## config.mk

```make
export PLATFORM = sky130hd
export DESIGN_NAME = ioRestore
export DESIGN_NICKNAME = d
export VERILOG_FILES = /design/src/rtl/ioRestorePkg.sv /design/src/rtl/ioRestoreControl.sv /design/src/rtl/ioRestoreDatapath.sv /design/src/rtl/ioRestore.sv
export SDC_FILE = /design/constraint.sdc
export NUM_CORES = 1
export LEC_CHECK = 0
export ABC_AREA = 1
export BUFFER_PORTS_ARGS = -buffer_cell sky130_fd_sc_hd__buf_2
export CAP_MARGIN = 25
export CORE_ASPECT_RATIO = 1.4
export CORE_MARGIN = 5
export CORE_UTILIZATION = 43
export DETAILED_ROUTE_END_ITERATION = 16
export PLACE_DENSITY = 0.8
export SLEW_MARGIN = 20
export SYNTH_ARGS = -nofsm -noshare
export SYNTH_HDL_FRONTEND = slang
export SYNTH_HIERARCHICAL = 1
export SYNTH_SLANG_ARGS = --single-unit
```

## constraint.sdc

```tcl
create_clock -name clk -period 1.1 [get_ports clk]
set_clock_uncertainty 0.15 [all_clocks]
set_input_delay 0.11 -clock clk [delete_from_list [all_inputs] [get_ports clk]]
set_output_delay 0.11 -clock clk [all_outputs]
set_load 0.02 [all_outputs]
```

## src/rtl/ioRestorePkg.sv

```systemverilog
package ioRestorePkg;
  typedef struct packed {
    logic wrRise;   // WR returned high this cycle
    logic wrLow;    // WR currently low
    logic aleRise;  // ALE went high this cycle
    logic aleOpen;  // ALE currently high
  } ctlStrobes_t;
endpackage

```

## src/rtl/ioRestoreControl.sv

```systemverilog
module ioRestoreControl
  import ioRestorePkg::*;
(
  input  logic        clk,
  input  logic        rstN,
  input  logic        aleIn,
  input  logic        wrN,
  input  logic        psenN,
  input  logic        pcHigh,
  input  logic        eaPin,
  output ctlStrobes_t strobes,
  output logic        romEnN,
  output logic        extPsenN
);
  logic alePrev;
  logic wrPrev;
  logic offBoard;
  logic fetchActive;

  always_ff @(posedge clk) begin
    if (!rstN) begin
      alePrev <= 1'b0;
      wrPrev  <= 1'b1;
    end else begin
      alePrev <= aleIn;
      wrPrev  <= wrN;
    end
  end

  always_comb begin
    strobes.wrRise  = wrN & ~wrPrev;
    strobes.wrLow   = ~wrN;
    strobes.aleRise = aleIn & ~alePrev;
    strobes.aleOpen = aleIn;
  end

  // Program-memory select: bank 1 or external access sends the fetch off-board
  assign fetchActive = ~psenN;
  assign offBoard    = pcHigh | eaPin;
  assign extPsenN    = ~(fetchActive & offBoard);
  assign romEnN      = ~(fetchActive & ~offBoard);
endmodule

```

## src/rtl/ioRestoreDatapath.sv

```systemverilog
module ioRestoreDatapath
  import ioRestorePkg::*;
#(
  parameter int BUS_W = 8,
  parameter int NIB_W = 4
) (
  input  logic             clk,
  input  logic             rstN,
  input  ctlStrobes_t      strobes,
  input  logic             rdN,
  input  logic             psenN,
  input  logic [BUS_W-1:0] coreBusOut,
  output logic [BUS_W-1:0] coreBusIn,
  input  logic [NIB_W-1:0] coreP2Out,
  output logic [NIB_W-1:0] coreP2In,
  input  logic [NIB_W-1:0] dirCfg,
  input  logic [BUS_W-1:0] dbPinIn,
  output logic [BUS_W-1:0] dbPinOut,
  output logic             dbPinOe,
  input  logic [NIB_W-1:0] p2PinIn,
  output logic [NIB_W-1:0] p2PinOut,
  output logic [NIB_W-1:0] p2PinOe,
  output logic [BUS_W-1:0] addrLow
);
  localparam logic [BUS_W-1:0] BUS_IDLE = {BUS_W{1'b1}};
  localparam logic [NIB_W-1:0] NIB_IDLE = {NIB_W{1'b1}};

  logic [BUS_W-1:0] addrHeld;
  logic [BUS_W-1:0] busHold;
  logic [BUS_W-1:0] dbReg;
  logic [NIB_W-1:0] p2Reg;

  always_ff @(posedge clk) begin
    if (!rstN) begin
      addrHeld <= '0;
      busHold  <= BUS_IDLE;
      dbReg    <= BUS_IDLE;
      p2Reg    <= NIB_IDLE;
    end else begin
      if (strobes.aleOpen) addrHeld <= coreBusOut;
      if (strobes.wrLow)   busHold  <= coreBusOut;
      if (strobes.wrRise)  dbReg    <= busHold;
      if (strobes.aleRise) p2Reg    <= coreP2Out;
    end
  end

  // Transparent address path while ALE is open
  assign addrLow = strobes.aleOpen ? coreBusOut : addrHeld;

  // Bus direction: inward only during a read strobe
  assign dbPinOe   = rdN;
  assign dbPinOut  = dbReg;
  assign coreBusIn = rdN ? BUS_IDLE : dbPinIn;

  assign p2PinOut = p2Reg;

  for (genvar i = 0; i < NIB_W; i++) begin : g_p2Pin
    assign p2PinOe[i]  = dirCfg[i];
    assign coreP2In[i] = (psenN && !dirCfg[i]) ? p2PinIn[i] : 1'b1;
  end
endmodule

```

## src/rtl/ioRestore.sv

```systemverilog
module ioRestore
  import ioRestorePkg::*;
#(
  parameter int BUS_W = 8,
  parameter int NIB_W = 4
) (
  input  logic             clk,
  input  logic             rstN,
  input  logic [BUS_W-1:0] coreBusOut,
  output logic [BUS_W-1:0] coreBusIn,
  input  logic             aleIn,
  input  logic             rdN,
  input  logic             wrN,
  input  logic             psenN,
  input  logic             pcHigh,
  input  logic [NIB_W-1:0] coreP2Out,
  output logic [NIB_W-1:0] coreP2In,
  input  logic [NIB_W-1:0] dirCfg,
  input  logic [BUS_W-1:0] dbPinIn,
  output logic [BUS_W-1:0] dbPinOut,
  output logic             dbPinOe,
  input  logic [NIB_W-1:0] p2PinIn,
  output logic [NIB_W-1:0] p2PinOut,
  output logic [NIB_W-1:0] p2PinOe,
  input  logic             eaPin,
  output logic [BUS_W-1:0] addrLow,
  output logic             romEnN,
  output logic             extPsenN
);
  ctlStrobes_t strobes;

  ioRestoreControl i_control (
    .clk(clk), .rstN(rstN), .aleIn(aleIn), .wrN(wrN), .psenN(psenN),
    .pcHigh(pcHigh), .eaPin(eaPin), .strobes(strobes),
    .romEnN(romEnN), .extPsenN(extPsenN)
  );

  ioRestoreDatapath #(.BUS_W(BUS_W), .NIB_W(NIB_W)) i_datapath (
    .clk(clk), .rstN(rstN), .strobes(strobes), .rdN(rdN), .psenN(psenN),
    .coreBusOut(coreBusOut), .coreBusIn(coreBusIn),
    .coreP2Out(coreP2Out), .coreP2In(coreP2In), .dirCfg(dirCfg),
    .dbPinIn(dbPinIn), .dbPinOut(dbPinOut), .dbPinOe(dbPinOe),
    .p2PinIn(p2PinIn), .p2PinOut(p2PinOut), .p2PinOe(p2PinOe),
    .addrLow(addrLow)
  );
endmodule

```

Word-level counts from Yosys, hierarchy flattened
Cells that the tools add are included.
{"block": "classes", "add_sub_neg": 0, "mul": 0, "div": 0, "order_cmp": 0, "n_eq_ne": 0, "shifts": 0, "n_mux": 6, "bitwise": 11, "reduce_logical": 8}
{"operator": "$mux 8", "n": 2}
{"operator": "$not 1->1", "n": 6}
{"operator": "$and 1x1->1", "n": 4}
{"operator": "$logic_and 1x1->1", "n": 4}
{"operator": "$logic_not 1->1", "n": 4}
{"operator": "$mux 1", "n": 4}
{"operator": "$or 1x1->1", "n": 1}
{"block": "totals", "register_bits": 30, "latch_bits": 0, "ram_bits": 0, "romBits": 0, "input_bits": 36, "output_inout_bits": 39, "elab_cells": 31, "mem_count": 0}

Logic depth before layout (Yosys ltp)
Gate-level depths: netlist (run 1).
{"block": "logic_depth", "ltp_word": 4, "mapped_depth": 6, "ltp_nobuf": 5}

Modules after synthesis
Netlist (run 1), hierarchy kept.
{"module": "ioRestoreDatapath", "n_inst": 1, "cells_per_inst": 175, "area_each_um2": 1213.7, "seq_area_each_um2": 560.5}
{"module": "ioRestoreControl", "n_inst": 1, "cells_per_inst": 14, "area_each_um2": 95.1, "seq_area_each_um2": 40.0}

Worst setup path before layout (run 1)
Ideal clock, no wire load.
{"block": "synth_path", "path_kind": "reg2reg", "from": "register i_control.wrPrev", "to": "register i_datapath.dbReg[0], in the netlist i_datapath/dbPinOut[0]", "setup_time_ps": 123, "arrival_ps": 676, "t_required_ps": 827, "setup_slack_ps": 150, "stages_incl_launch_ff": 6, "path_buffers": 1, "period_less_slack_ps": 950, "cell_sequence": "dfxtp_1 > nor2_2 > buf_4 > inv_2 > nand2_1 > nand3_1"}
{"element": "start, declared", "line": "ioRestoreControl.sv:16", "rtl": "logic wrPrev;"}
{"element": "start signal, assigned", "line": "ioRestoreControl.sv:26", "rtl": "wrPrev <= wrN;"}
{"element": "end signal, assigned", "line": "ioRestoreDatapath.sv:42", "rtl": "if (strobes.wrRise) dbReg <= busHold;"}
{"element": "end, declared", "line": "ioRestoreDatapath.sv:30", "rtl": "logic [BUS_W-1:0] dbReg;"}

Worst setup path in the final report (run 1)
{"block": "layout_path", "from": "register i_datapath.addrHeld[7]", "to": "output port addrLow[7]"}
{"block": "layout_between", "elab_chain_cells": 1}
{"element": "start, declared", "line": "ioRestoreDatapath.sv:28", "rtl": "logic [BUS_W-1:0] addrHeld;"}
{"element": "start signal, assigned", "line": "ioRestoreDatapath.sv:40", "rtl": "if (strobes.aleOpen) addrHeld <= coreBusOut;"}
{"element": "$mux 8", "line": "ioRestoreDatapath.sv:48", "rtl": "assign addrLow = strobes.aleOpen ? coreBusOut : addrHeld;"}
{"element": "end, declared", "line": "ioRestore.sv:26", "rtl": "output logic [BUS_W-1:0] addrLow,"}
No other way between the ends.

==> summary.md, run 1 <==
| Metric | Value |
|---|---|
| Yosys warns | 6 |
| DR WL/cell | between 10 and 15 um |
| DRT Pass-1 Iters | 4 |
| Hold Path Class | in -> reg |
| Gr usage total | between 15 and 20% |
| Syn Inst Count | around 190 |
| 1st-iter DRT viols | 35 |
| Final wirelength | between 3 and 4 mm |
| Nets@finish | between 300 and 400 |
| Routability cong. | approximately 0.73 |
| Final ANT Viol Nets | 0 |
| CP arrival | between 0.9 and 1 ns |
| Seq cells post-synth | 30 |
| IO buf count | 74 |
| Clk_lat worst skew | 0.28 ns |
| Die ar. | about 4300 um^2 |
| Reg-to-reg critical path startpoint | i_datapath/addrHeld[7] |
| Final Util | around 71% |
| Clk root buf | clkbuf_8 |
| Number of global-route vias before repair | 1335 |
| Diodes inserted | 0 |
| Num ports | 75 |
| Num CTS Buffers | 5 |
| Remaining Overflow, GRT | 0 |
| Setup violations, final | 9 |
| Failing checks | negative setup slack |
| Min-Delay Startpoint | coreBusOut[0] |
| Largest net degree at the start of global routing | 18 |
| Clock sink count | 30 |
| Via count | roughly 1400 |
| Slew HR | 80.53% |
| Core Area | 2907 um^2 |
| Clock transition at the registers of the reported paths | roughly 0.070 ns |
| Sequential-to-total area share from yosys stat | ~46% |
| R2R depth | 7 |
| Layout area overhead | 56.69% |
| Fraction of synthesized cell area in xor and xnor cells | 0% |
| FMAX | about 0.83 GHz |
| DRC | 0 |
| Final hold vios | 0 |
| Syn Std Cell Area | ~1300 um^2 |
| Synth Area in Simple Gates | between 30 and 40% |
| Leakage | about 1.1 nW |
| Worst Path Max Fanout | 2 |
| Initial Util | a little under half |
| Width of the die | around 57 um |
| CTS tree | built |
| Layout cells sized above 1 | 47.72% |
| Clock Tree Buf Depth | 2 |
| Worst setup EP type | primary output |
| Crit share post-route | 109.3% |
| Total power per unit cell area | approximately 1300 nW/um^2 |
| Setup slack, reg-to-reg | -0.04 ns |
| Die outline height | approximately 75 um |
| Largest family of logic cells by synthesized area | simple AND/OR/NAND/NOR gates |
| Initial antenna violation count | 0 |
| Post-DP HPWL | 2.233 mm |
| Syn nets | about 230 |
| Synth unique cells | 14 |
| Depth of the worst hold-timing path | 5 |
| VDD IR max | approximately 1000 uV |
| Worst-margin pin slew | between 0.2 and 0.3 ns |
| Critical path class | reg -> out |
| Total of max-cap violations | 0 |
| Reg-to-Reg End | i_datapath/addrHeld[7] |
| Fin crit period | around 1.2 ns |
| Post-synthesis compound-gate area fraction | 0.3824% |
| Setup ws final | -0.1024 ns |
| Endpoint of the worst hold path | i_datapath/addrHeld[0] |
| Number of H-tree levels | 2 |
| Final Slew Violations | 0 |
| Status | finished with violations |
| Vias per Instance | about 4.4 |
| First-pass GRT wire length | between 5 and 6 mm |
| Crit path required time | approximately 0.84 ns |
| Syn avg cell area | between 6 and 7 um^2 |
| Total power | 2.719 mW |
| RSZ-0062 raised after global routing | true |
| Synthesized-area fraction occupied by adder cells | 0% |
| Mux cell area share after synthesis | 0% |
| Row Count | 23 |
| Worst setup SP type | register |
-- metal layers --
layer  wire [um]  track usage, %  share of wire (%)
met1        1244           17.00                 37
met4          97           7.916                2.9
met3         371           6.175                 11
met2        1626           30.98                 49
met5           0               0                  0
-- kinds of logic (layout without fill, tap and decap cells) --
group | after synthesis | after routing
buffers and inverters | 48 | 144
flip-flops | 30 | 30
AO/OA/AOI/OAI | 1 | 1
AND/OR/NAND/NOR | 110 | 110
-- critical path: stages, from the launching register on --
cell	delay, ns
dfxtp_1	0.31
inv_1	0.03
nand2_1	0.07
nand2_2	0.07
inv_2	0.06
buf_6	0.11
-- placed cells by master, fill, tap and decap left out --
master	instances
buf_2	66
nand2_1	56
dfxtp_1	26
inv_1	21
nand3_1	20
inv_2	15
dlygate4sd3_1	14
nand2_2	11
buf_4	10
buf_6	9
or2_2	8
nor2_1	7
clkbuf_8	6
nor2_2	4
nand3b_1	4
dfxtp_2	4
clkinvlp_4	1
clkinv_2	1
o21ai_1	1
inv_4	1
-- per-stage QoR --
stage	hold slack, ns	instances	setup WS (ns)	TNS, ns	cell area [um^2]
after detailed placement	0.1752	293	0.09396	0	1674
final	0.01949	322	-0.1024	-0.6740	2051
after floorplan	0.02865	189	0.1505	0	1309
after global placement	0.1687	293	0.1068	0	1674
after CTS	-0.01129	321	-0.09797	-0.6963	2004
after global routing	0.03617	322	-0.1583	-1.118	2051
-- flip-flops by register name, summed over array words and instances (netlist names) --
register / flops
i_control/alePrev: 1
i_datapath/dbPinOut: 8
i_datapath/p2PinOut: 4
i_datapath/addrHeld: 8
i_datapath/busHold: 8
i_control/wrPrev: 1
-- cell usage after synthesis (all sizes together) --
master	n	share of area (%)
dfxtp	30	46
nand3	20	7.6
o21ai	1	0.38
nor2	11	3.7
inv	37	11
buf	11	6.2
nand3b	4	2.3
nand2	67	19
or2	8	3.8
-- layout make-up --
cell class                 count  area, um^2
sequential                    30       605.6
timing repair buffer          99       646.9
multi-input combinational    111       515.5
clock buffer                   6       82.58
clock inverter                 2       12.51
fill                         244       855.8
tap                           37       46.29
inverter                      37       141.4
-- worst max-delay path by stage --
| stage | endpoint | start | depth (start not counted) |
|---|---|---|---|
| 2_1_floorplan | i_datapath/dbPinOut[0] | i_control/wrPrev | 5 |
| 3_3_place_gp | addrLow[6] | aleIn | 6 |
| 3_5_place_dp | addrLow[6] | aleIn | 6 |
| 4_1_cts | addrLow[3] | i_datapath/addrHeld[3] | 5 |
| 5_1_grt | addrLow[1] | i_datapath/addrHeld[1] | 5 |
| 6_report | addrLow[7] | i_datapath/addrHeld[7] | 5 |
-- report_power, final --
part	switching, mW	internal, mW
clock	0.410	0.502
sequential	0.0284	1.16
combinational	0.335	0.284
-- timing repair --
item | 4_1_cts | 5_1_grt
pin swaps | 8 | 8
gates resized for setup | 16 | 28
hold endpoints to repair | 17 | 0
setup endpoints to repair | 8 | 10
buffers inserted | 6 | 2
hold buffers | 14 | 0
No activity file was read; power rests on OpenSTA's default activity.
==> run 2, diff against run 1 <==
Settings changed: RECOVER_POWER from default to 50, SKIP_LAST_GASP from default to 1.
==> run 2 against run 1 <==
  * The run still ends with negative setup slack left
  * Critical path depth unchanged
  * Global-route usage stayed put
  * Non-clock buffer count unchanged
  * Final cell count is the same
  * Register-to-register slack about the same
  * Worst setup slack got worse by 0.021 ns
  * First-iteration DRC count shrank 11%
  * Count of clock-buffer cells in the layout unchanged
  * Flip-flop and latch count unchanged
  * Via count decreased by 0.50%
  * Clock power about the same
  * Highest routed layer unchanged
==> summary.md, run 2 (synthesis results as in run 1) <==
| Metric | Value |
|---|---|
| Status | finished with violations |
| Failing checks | negative setup slack |
| Fill cells | 253 (+3.7%) |
| CTS tree | built |
| Final wirelength | 3.355 mm (+0.48%) |
| Worst Path Max Fanout | 2 (unchanged) |
| Worst-margin pin slew | 0.6989 ns (+0.4071 ns) |
| First-pass GRT wire length | 5.685 mm (unchanged) |
| Crit-path leading delay family | flip-flops |
| Cells along the critical path | inv_1, nand2_1, nand2_1, inv_2, buf_6 |
| DP Cell Count | 293 (unchanged) |
| Diodes inserted | 0 (unchanged) |
| Vias per Instance | 4.360 (-0.50%) |
| Number of H-tree levels | 2 (unchanged) |
| Final ANT Viol Nets | 0 (unchanged) |
| Total of max-cap violations | 0 (unchanged) |
| Setup TNS | -0.7378 ns (-0.06378 ns) |
| Clk pwr share | 33.8% (+0.3 points) |
| CP arrival | 0.96 ns (+0.02 ns) |
| Setup ws final | -0.1237 ns (-0.02126 ns) |
| 1st-iter DRT viols | 31 (-11%) |
| RSZ-0062 raised after global routing | true |
| Via count | 1404 (-0.50%) |
| Commonest non-fill, non-tap cell in the layout | nand2_1 |
| Crit path required time | 0.84 ns (about the same) |
| Clock Tree Buf Depth | 2 (unchanged) |
| Clk root buf | clkbuf_8 |
| Layout cells sized above 1 | 38.95% (-8.8 points) |
| Remaining Overflow, GRT | 0 (unchanged) |
| Setup slack, reg-to-reg | -0.04 ns (about the same) |
| Final instance area | 2012 um^2 (-1.9%) |
| Routability cong. | 0.7261 (unchanged) |
| Switching Share | 28.55% (+0.11 points) |
| Worst setup EP type | primary output |
| Setup WS pre-CTS | 0.09396 ns (unchanged) |
| Clock sink count | 30 (unchanged) |
| Crit path largest cell delay | 0.31 ns (about the same) |
| Slew HR | 53.41% (-27 points) |
| DP Area | 1674 um^2 (unchanged) |
| Hold Path Class | in -> reg |
| Clk_lat worst skew | 0.28 ns (about the same) |
| Comb pwr share | 22.3% (-0.5 points) |
| Width of the die | 56.63 um (unchanged) |
| Post-DP HPWL | 2.233 mm (unchanged) |
| FMAX | 0.8172 GHz (-1.7%) |
| Num CTS Buffers | 5 (unchanged) |
| VDD IR max | 972.9 uV (-4.7%) |
| Nets@finish | 320 (unchanged) |
| Num ports | 75 (unchanged) |
| Initial antenna violation count | 0 (unchanged) |
| Largest net degree at the start of global routing | 18 (unchanged) |
| DRT Pass-1 Iters | 4 (unchanged) |
| Initial Util | 45.03% (unchanged) |
| Crit share post-route | 111.2% (+1.9 points) |
| Hold_ws | 0.02492 ns (+0.005430 ns) |
| Sequential power share | 43.9% (+0.2 points) |
| Final Slew Violations | 0 (unchanged) |
| Clock transition at the registers of the reported paths | 0.07 ns (about the same) |
| Leakage | 1.084 nW (-3.6%) |
| Gr usage total | 16.89% (unchanged) |
| Die ar. | 4262 um^2 (unchanged) |
| Critical path class | reg -> out |
| Worst setup SP type | register |
| Die outline height | 75.28 um (unchanged) |
| CP max stage cell | dfxtp_1 |
| Layout Cells excl Fill | 322 (unchanged) |
| Core Area | 2907 um^2 (unchanged) |
| CP most frequent cell | nand2_1 |
| Switching pwr | 772.0 uW (-0.17%) |
| IO buf count | 74 (unchanged) |
| Pint | 1.932 mW (-0.71%) |
| Setup violations, final | 9 (unchanged) |
| Final hold vios | 0 (unchanged) |
| CP Buf/Inv Count | 3 (unchanged) |
| Highest-count cells in the layout ignoring fill and taps | 61 x nand2_1, 47 x buf_2, 26 x dfxtp_1 |
| Number of global-route vias before repair | 1335 (unchanged) |
| Total power per unit cell area | 1344 nW/um^2 (+1.4%) |
| DRC | 0 (unchanged) |
| Row Count | 23 (unchanged) |
| DR WL/cell | 10.42 um (+0.48%) |
| Fin crit period | 1.224 ns (+0.02126 ns) |
| Layout area overhead | 53.73% |
## run 2: timing repair
action | 4_1_cts | 5_1_grt
hold buffers | 14 | 0
hold endpoints to repair | 17 | 0
endpoints found under the setup margin | 8 | 10
resized for setup | 16 | 26
buffers inserted | 6 | 2
pin swaps | 8 | 8
## run 2: area by class of cell
cell class,instances,area [um^2],share of cell area [%]
clock buffer,6,82.58,4.104
clock inverter,2,12.51,0.6219
inverter,37,141.4,7.027
multi-input combinational,111,503.0,25.00
sequential,30,605.6,30.10
tap,37,46.29,2.301
timing repair buffer,99,620.6,30.85
## run 2: final timing paths
kind,start,endpoint,depth (start not counted)
min reg2reg,i_datapath/p2PinOut[3],i_datapath/p2PinOut[3],2
max,i_datapath/addrHeld[5],addrLow[5],5
max reg2reg,i_datapath/addrHeld[7],i_datapath/addrHeld[7],7
min,coreBusOut[0],i_datapath/addrHeld[0],5
## run 2: power by group through the flow
stage,clock (mW),sequential [mW],combinational [mW]
final,0.913,1.19,0.603
after global routing,0.993,1.20,0.668
after CTS,0.951,1.18,0.583
after detailed placement,0,1.21,0.480
after global placement,0,1.21,0.475
after floorplan,0,1.24,0.284
## run 2: worst register-to-register path, delay by kind of cell (launching register included)
family | cells | cell delay, ns
flops | 1 | 0.31
simple gates | 3 | 0.21
buf+inv | 4 | 0.40
## run 2: metal layers
metal  global-route usage (%)  vias to the layer above  part of all wire, %
met4                    7.916                        0                  1.9
met5                        0                        -                    0
met1                    17.00                      597                   38
met3                    6.175                        7                   11
li1                         -                      738                    -
met2                    30.98                       62                   49
## run 2: per-stage QoR
stage	total power [mW]	utilization, %
detailed placement	1.688	57.60
finish	2.704	69.22
floorplan	1.523	-
global placement	1.682	57.60
CTS	2.719	68.96
global route	2.858	69.22
